===== config.mk =====
export PLATFORM = sky130hd
export DESIGN_NAME = dbg_reg_target
export DESIGN_NICKNAME = d
export VERILOG_FILES = /design/src/rtl/dbg_pkg.sv /design/src/rtl/dbg_hs_fsm.sv /design/src/rtl/dbg_regbank.sv /design/src/rtl/dbg_reg_target.sv
export SDC_FILE = /design/constraint.sdc
export NUM_CORES = 1
export LEC_CHECK = 0
export BUFFER_PORTS_ARGS = -buffer_cell sky130_fd_sc_hd__buf_2
export CAP_MARGIN = 40
export CORE_MARGIN = 3
export CORE_UTILIZATION = 50
export DETAILED_ROUTE_END_ITERATION = 8
export GPL_ROUTABILITY_DRIVEN = 0
export PLACE_DENSITY = 0.68
export SLEW_MARGIN = 20
export SYNTH_ARGS = -nofsm -noshare
export SYNTH_HDL_FRONTEND = slang
export SYNTH_SLANG_ARGS = --single-unit

===== constraint.sdc =====
create_clock -name clk -period 4.9 [get_ports clk]
set_input_delay 0.98 -clock clk [delete_from_list [all_inputs] [get_ports clk]]
set_output_delay 0.98 -clock clk [all_outputs]
set_load 0.1 [all_outputs]

===== src/rtl/dbg_pkg.sv =====
package dbg_pkg;

    // Handshake machine states
    typedef enum logic {
        HS_IDLE = 1'b0,
        HS_ACK  = 1'b1
    } hs_state_t;

endpackage


===== src/rtl/dbg_hs_fsm.sv =====
module dbg_hs_fsm
    import dbg_pkg::*;
(
    input  logic clk,
    input  logic rst,
    input  logic req,
    output logic fire,
    output logic ack
);

    hs_state_t state_q;
    hs_state_t state_d;

    // State register
    always_ff @(posedge clk) begin
        if (rst) begin
            state_q <= HS_IDLE;
        end else begin
            state_q <= state_d;
        end
    end

    // Transitions: accept (IDLE->ACK), release (ACK->IDLE)
    always_comb begin
        state_d = state_q;
        unique case (state_q)
            HS_IDLE: if (req)  state_d = HS_ACK;
            HS_ACK:  if (!req) state_d = HS_IDLE;
            default: state_d = HS_IDLE;
        endcase
    end

    // Outputs
    always_comb begin
        fire = 1'b0;
        ack  = 1'b0;
        unique case (state_q)
            HS_IDLE: fire = req;
            HS_ACK:  ack  = 1'b1;
            default: ;
        endcase
    end

endmodule


===== src/rtl/dbg_regbank.sv =====
module dbg_regbank #(
    parameter int ADDR_W   = 8,
    parameter int DATA_W   = 32,
    parameter int NUM_REGS = 8
) (
    input  logic              clk,
    input  logic              rst,
    input  logic              we,
    input  logic              re,
    input  logic [ADDR_W-1:0] addr,
    input  logic [DATA_W-1:0] wdata,
    output logic [DATA_W-1:0] rdata
);

    localparam int IDX_W = (NUM_REGS > 1) ? $clog2(NUM_REGS) : 1;

    logic              hit;
    logic [IDX_W-1:0]  idx;
    logic [DATA_W-1:0] regs [NUM_REGS];
    logic [DATA_W-1:0] sel_data;
    logic [DATA_W-1:0] rdata_q;

    // Full-width decode: only addresses below NUM_REGS are implemented
    assign hit = (addr < ADDR_W'(NUM_REGS));
    assign idx = addr[IDX_W-1:0];

    for (genvar g = 0; g < NUM_REGS; g++) begin : g_reg
        always_ff @(posedge clk) begin
            if (rst) begin
                regs[g] <= '0;
            end else if (we && hit && (idx == IDX_W'(g))) begin
                regs[g] <= wdata;
            end
        end
    end

    always_comb begin
        sel_data = '0;
        for (int i = 0; i < NUM_REGS; i++) begin
            if (hit && (idx == IDX_W'(i))) begin
                sel_data = regs[i];
            end
        end
    end

    // Read data is captured once per accepted read and then held
    always_ff @(posedge clk) begin
        if (rst) begin
            rdata_q <= '0;
        end else if (re) begin
            rdata_q <= sel_data;
        end
    end

    assign rdata = rdata_q;

endmodule


===== src/rtl/dbg_reg_target.sv =====
module dbg_reg_target #(
    parameter int ADDR_W   = 8,
    parameter int DATA_W   = 32,
    parameter int NUM_REGS = 8
) (
    input  logic              clk,
    input  logic              rst,
    input  logic              req_i,
    input  logic [ADDR_W-1:0] addr_i,
    input  logic              wr_i,
    input  logic [DATA_W-1:0] wdata_i,
    output logic              ack_o,
    output logic [DATA_W-1:0] rdata_o
);

    logic fire;

    dbg_hs_fsm u_fsm (
        .clk  (clk),
        .rst  (rst),
        .req  (req_i),
        .fire (fire),
        .ack  (ack_o)
    );

    dbg_regbank #(
        .ADDR_W   (ADDR_W),
        .DATA_W   (DATA_W),
        .NUM_REGS (NUM_REGS)
    ) u_bank (
        .clk   (clk),
        .rst   (rst),
        .we    (fire && wr_i),
        .re    (fire && !wr_i),
        .addr  (addr_i),
        .wdata (wdata_i),
        .rdata (rdata_o)
    );

endmodule


==> results.md <==
* Complex-gate fraction of the synthesized area at 0.0989
* Net count reported at finish at 1055
* Clock share of power at 0.412
* Slew HR at 0.424
* Total Neg Setup Slack at 0 ps
* I/O pin total at 77
* Cell area after synthesis at 12800 um2
* Share of total power in sequential cells at 0.524
* Highest net fanout along the worst path at 18
* CP Buf/Inv Count at 2
* Maximum resistive drop on vdd at 0.257 mV
* Main combinational cell family by area after synthesis: simple AND/OR/NAND/NOR gates
* Number of enable-type register cells in the synthesized netlist at 256
* Setup violators final at 0
* Result of the run: completed
* Ys async rst share at 0
* Flip-flop cell with the highest count after synthesis: sky130_fd_sc_hd__edfxtp_1
* Area share of the leading cell type in the synthesized netlist at 0.598
* Worst-case hold slack at 444 ps
* Count of mapped cells out of synthesis at 942
* Number of cells in the finished layout apart from fillers at 1363
* Sink count of the clock tree at 289
* Final Hold Violating Endpoints at 0
* Net count after synthesis at 986
* Postcts setup bufs at 0
* Setup repair after global routing missed its margin: false
* Synth Register Bits at 289
* Antenna cells at 0
* Shortest clock period the worst path allows after layout at 3020 ps
* Data arrival at the endpoint of the critical path at 3430 ps
* Cell internal pwr at 4070 uW
* Pin slew with the least headroom to its limit at 857 ps
* Post-synthesis mux area share at 0.0626
* Floorplan die height at 166 um
* Number of cells in the design after placement at 1305
* Count of filler cells inserted in the layout at 1957
* Static power due to leakage at 0.00569 uW
* Routed WL per cell at 23.7 um
* Max H-tree Level at 1
* Sequential fraction of the synthesis area at 0.650
* Slowest library cell on the worst path: sky130_fd_sc_hd__nor4_4
* Endpoint type of the worst setup path: flop
* Area grow syn2layout at 14.5%
* DPL Wire Length at 19.5 mm
* Area after detailed placement at 13700 um2
* Global-route wire length before repair at 49.8 mm
* Avg Vias per Cell at 5.89
* Total global-route track usage at 0.231
* Part of the cycle the worst path needs at 0.616
* Post-synth top cells: 256 x sky130_fd_sc_hd__and2_1, 256 x sky130_fd_sc_hd__edfxtp_1, 50 x sky130_fd_sc_hd__nand2_1
* Final Util at 0.584
* Mean post-synth cell area at 13.6 um2
* Detailed Route WL at 32.3 mm
* Buffer cell driving the clock tree root: sky130_fd_sc_hd__clkbuf_16
* Warnings from Yosys at 0
* Max Slew Vio Count at 0
* Clock-pin slew of the registers on the worst-case setup and hold paths at 60 ps
* Overflow left after global routing at 0
* Vias in the first global route at 8220
* Critical path class: in -> reg
* Power density over the cells at 356 nW/um2
* Number of optimization iterations in the first detailed-route pass at 5
* Via total after detailed routing at 8029
* Final instance area at 14700 um2
* Hold crit path type: reg -> reg
* Antenna-violating nets left at 0
* Clock insertion delay at the later pin of the skew report at 550 ps
* Proportion of total power due to net switching at 0.224
* Max Freq at 331 MHz
* Net switching power figure at 1170 uW
* DRC marker count from the first detailed-route iteration at 768
* Maximum count of clock buffers along a single path at 3
* Element type at the critical path start: primary input
* Fraction of layout cells with a size suffix above 1 at 0.225
* Yosys top cell by area: sky130_fd_sc_hd__edfxtp_1
* Arithmetic-cell share of the synthesized area counting full adders, half adders and majority gates at 0
* # port buffers at 76
* Std cell rows at 58
* Max Cap Viol at 0
* Simple logic cell fraction of the synthesized area at 0.164
* Synth top area cells: sky130_fd_sc_hd__edfxtp_1 60%, sky130_fd_sc_hd__and2_1 12%, sky130_fd_sc_hd__dfxtp_1 5.1%
* Horiz. Die Dim at 166 um
* Slowest cell delay on critical path at 710 ps
* Combinational fraction of design power at 0.064
* CTS tree: done
* Initial standard-cell utilization of the core at 0.510
* Total core area at 25200 um2
* Die area at 27700 um2
* Critical path required time at 5310 ps
* CP delay by family, top: simple AND/OR/NAND/NOR gates
* Critical Path, Cell by Cell: buf_2, or4_4, or3_4, nor4_4, buf_4, and2_1
* Worst clock skew at 8.80 ps
* Post-synthesis xor/xnor area fraction at 0
* DRC viols at 0
* Post-CTS Hold Buffers at 0
* PostCTS Resize Cnt at 0
* Maximum number of pins on one net before global-route repair at 44
* Clock buffers created by TritonCTS at 30
* Antenna violations before repair at 0
* Unique cell type count in the Yosys netlist at 46
## through the flow
| step | setup WS [ps] | total power [uW] |
|---|---|---|
| after CTS | 1840 | 5260 |
| after detailed placement | 1260 | 3130 |
| after floorplan | 859 | 2980 |
| after global routing | 1780 | 5390 |
| after global placement | 1290 | 3120 |
| final | 1880 | 5240 |
## metal layers
layer  GRT usage  vias to the layer above  part of all wire
li1            -                     3674                 -
met1       0.319                     4030              0.43
met2       0.390                      273              0.49
met3      0.0314                       52             0.059
met4      0.0656                        0             0.023
met5           0                        -                 0
## path summary, 6_finish.rpt
path                                                     from                          endpoint  slack [ps]  cells past startpoint
worst max-delay path                                addr_i[6]  u_bank.regs[0][53]$_SDFFCE_PN0P_        1880                      6
worst max register to register       u_fsm.state_q$_SDFF_PP0_      u_bank.rdata[3]$_SDFFE_PP0P_        2300                      5
worst min-delay path            u_bank.rdata[13]$_SDFFE_PP0P_     u_bank.rdata[13]$_SDFFE_PP0P_         440                      2
worst min register to register  u_bank.rdata[13]$_SDFFE_PP0P_     u_bank.rdata[13]$_SDFFE_PP0P_         440                      2
## sequential cells by signal (all words and copies together), names as in the netlist
name	flops
u_fsm.state_q	1
u_bank.rdata	32
u_bank.regs	256
## cell usage in the layout, fill, tap and decap left out, drive strengths merged, types with 2 or more instances in the layout
master	n
and2	256
edfxtp	256
a21o	2
nand2b	4
nor3	5
clkinv	16
nor2b	4
or2	2
inv	2
nand2	50
buf	110
nor4	5
nand3b	2
a21oi	13
o21bai	4
or3	2
dfxtp	33
and3	5
mux2i	32
o21a	9
o31ai	9
o221ai	34
mux2	31
clkbuf	36
a32o	17
a41o	2
mux4	6
o221a	17
nor2	3
o22ai	31
o21ai	24
## tightest hold or removal path, cell delays in order, from the launching register on
cell and delay (ps):
sky130_fd_sc_hd__dfxtp_1 320, sky130_fd_sc_hd__nand2_1 50, sky130_fd_sc_hd__o31ai_1 50
## layout make-up
class                      count  area [um2]  share of cell area
clock buffer                  36         815              0.0554
clock inverter                18         115             0.00783
inverter                       2        7.51            0.000510
multi-input combinational    577        4250               0.289
sequential                   289        8350               0.568
tap                          330         413              0.0281
timing repair buffer         111         758              0.0516
## power by group through the flow
stage	combinational, uW	sequential [uW]	clock (uW)
final	336	2750	2160
after global routing	362	2750	2280
after CTS	331	2750	2180
after detailed placement	330	2800	0
after floorplan	181	2800	0
after global placement	322	2800	0
## logic make-up after synthesis
logic type,Yosys count
AND/OR/NAND/NOR,342
flip-flops,289
AO/OA/AOI/OAI,166
buffers and inverters,76
multiplexers,69
Note: power is estimated with default switching activity, not from simulation.
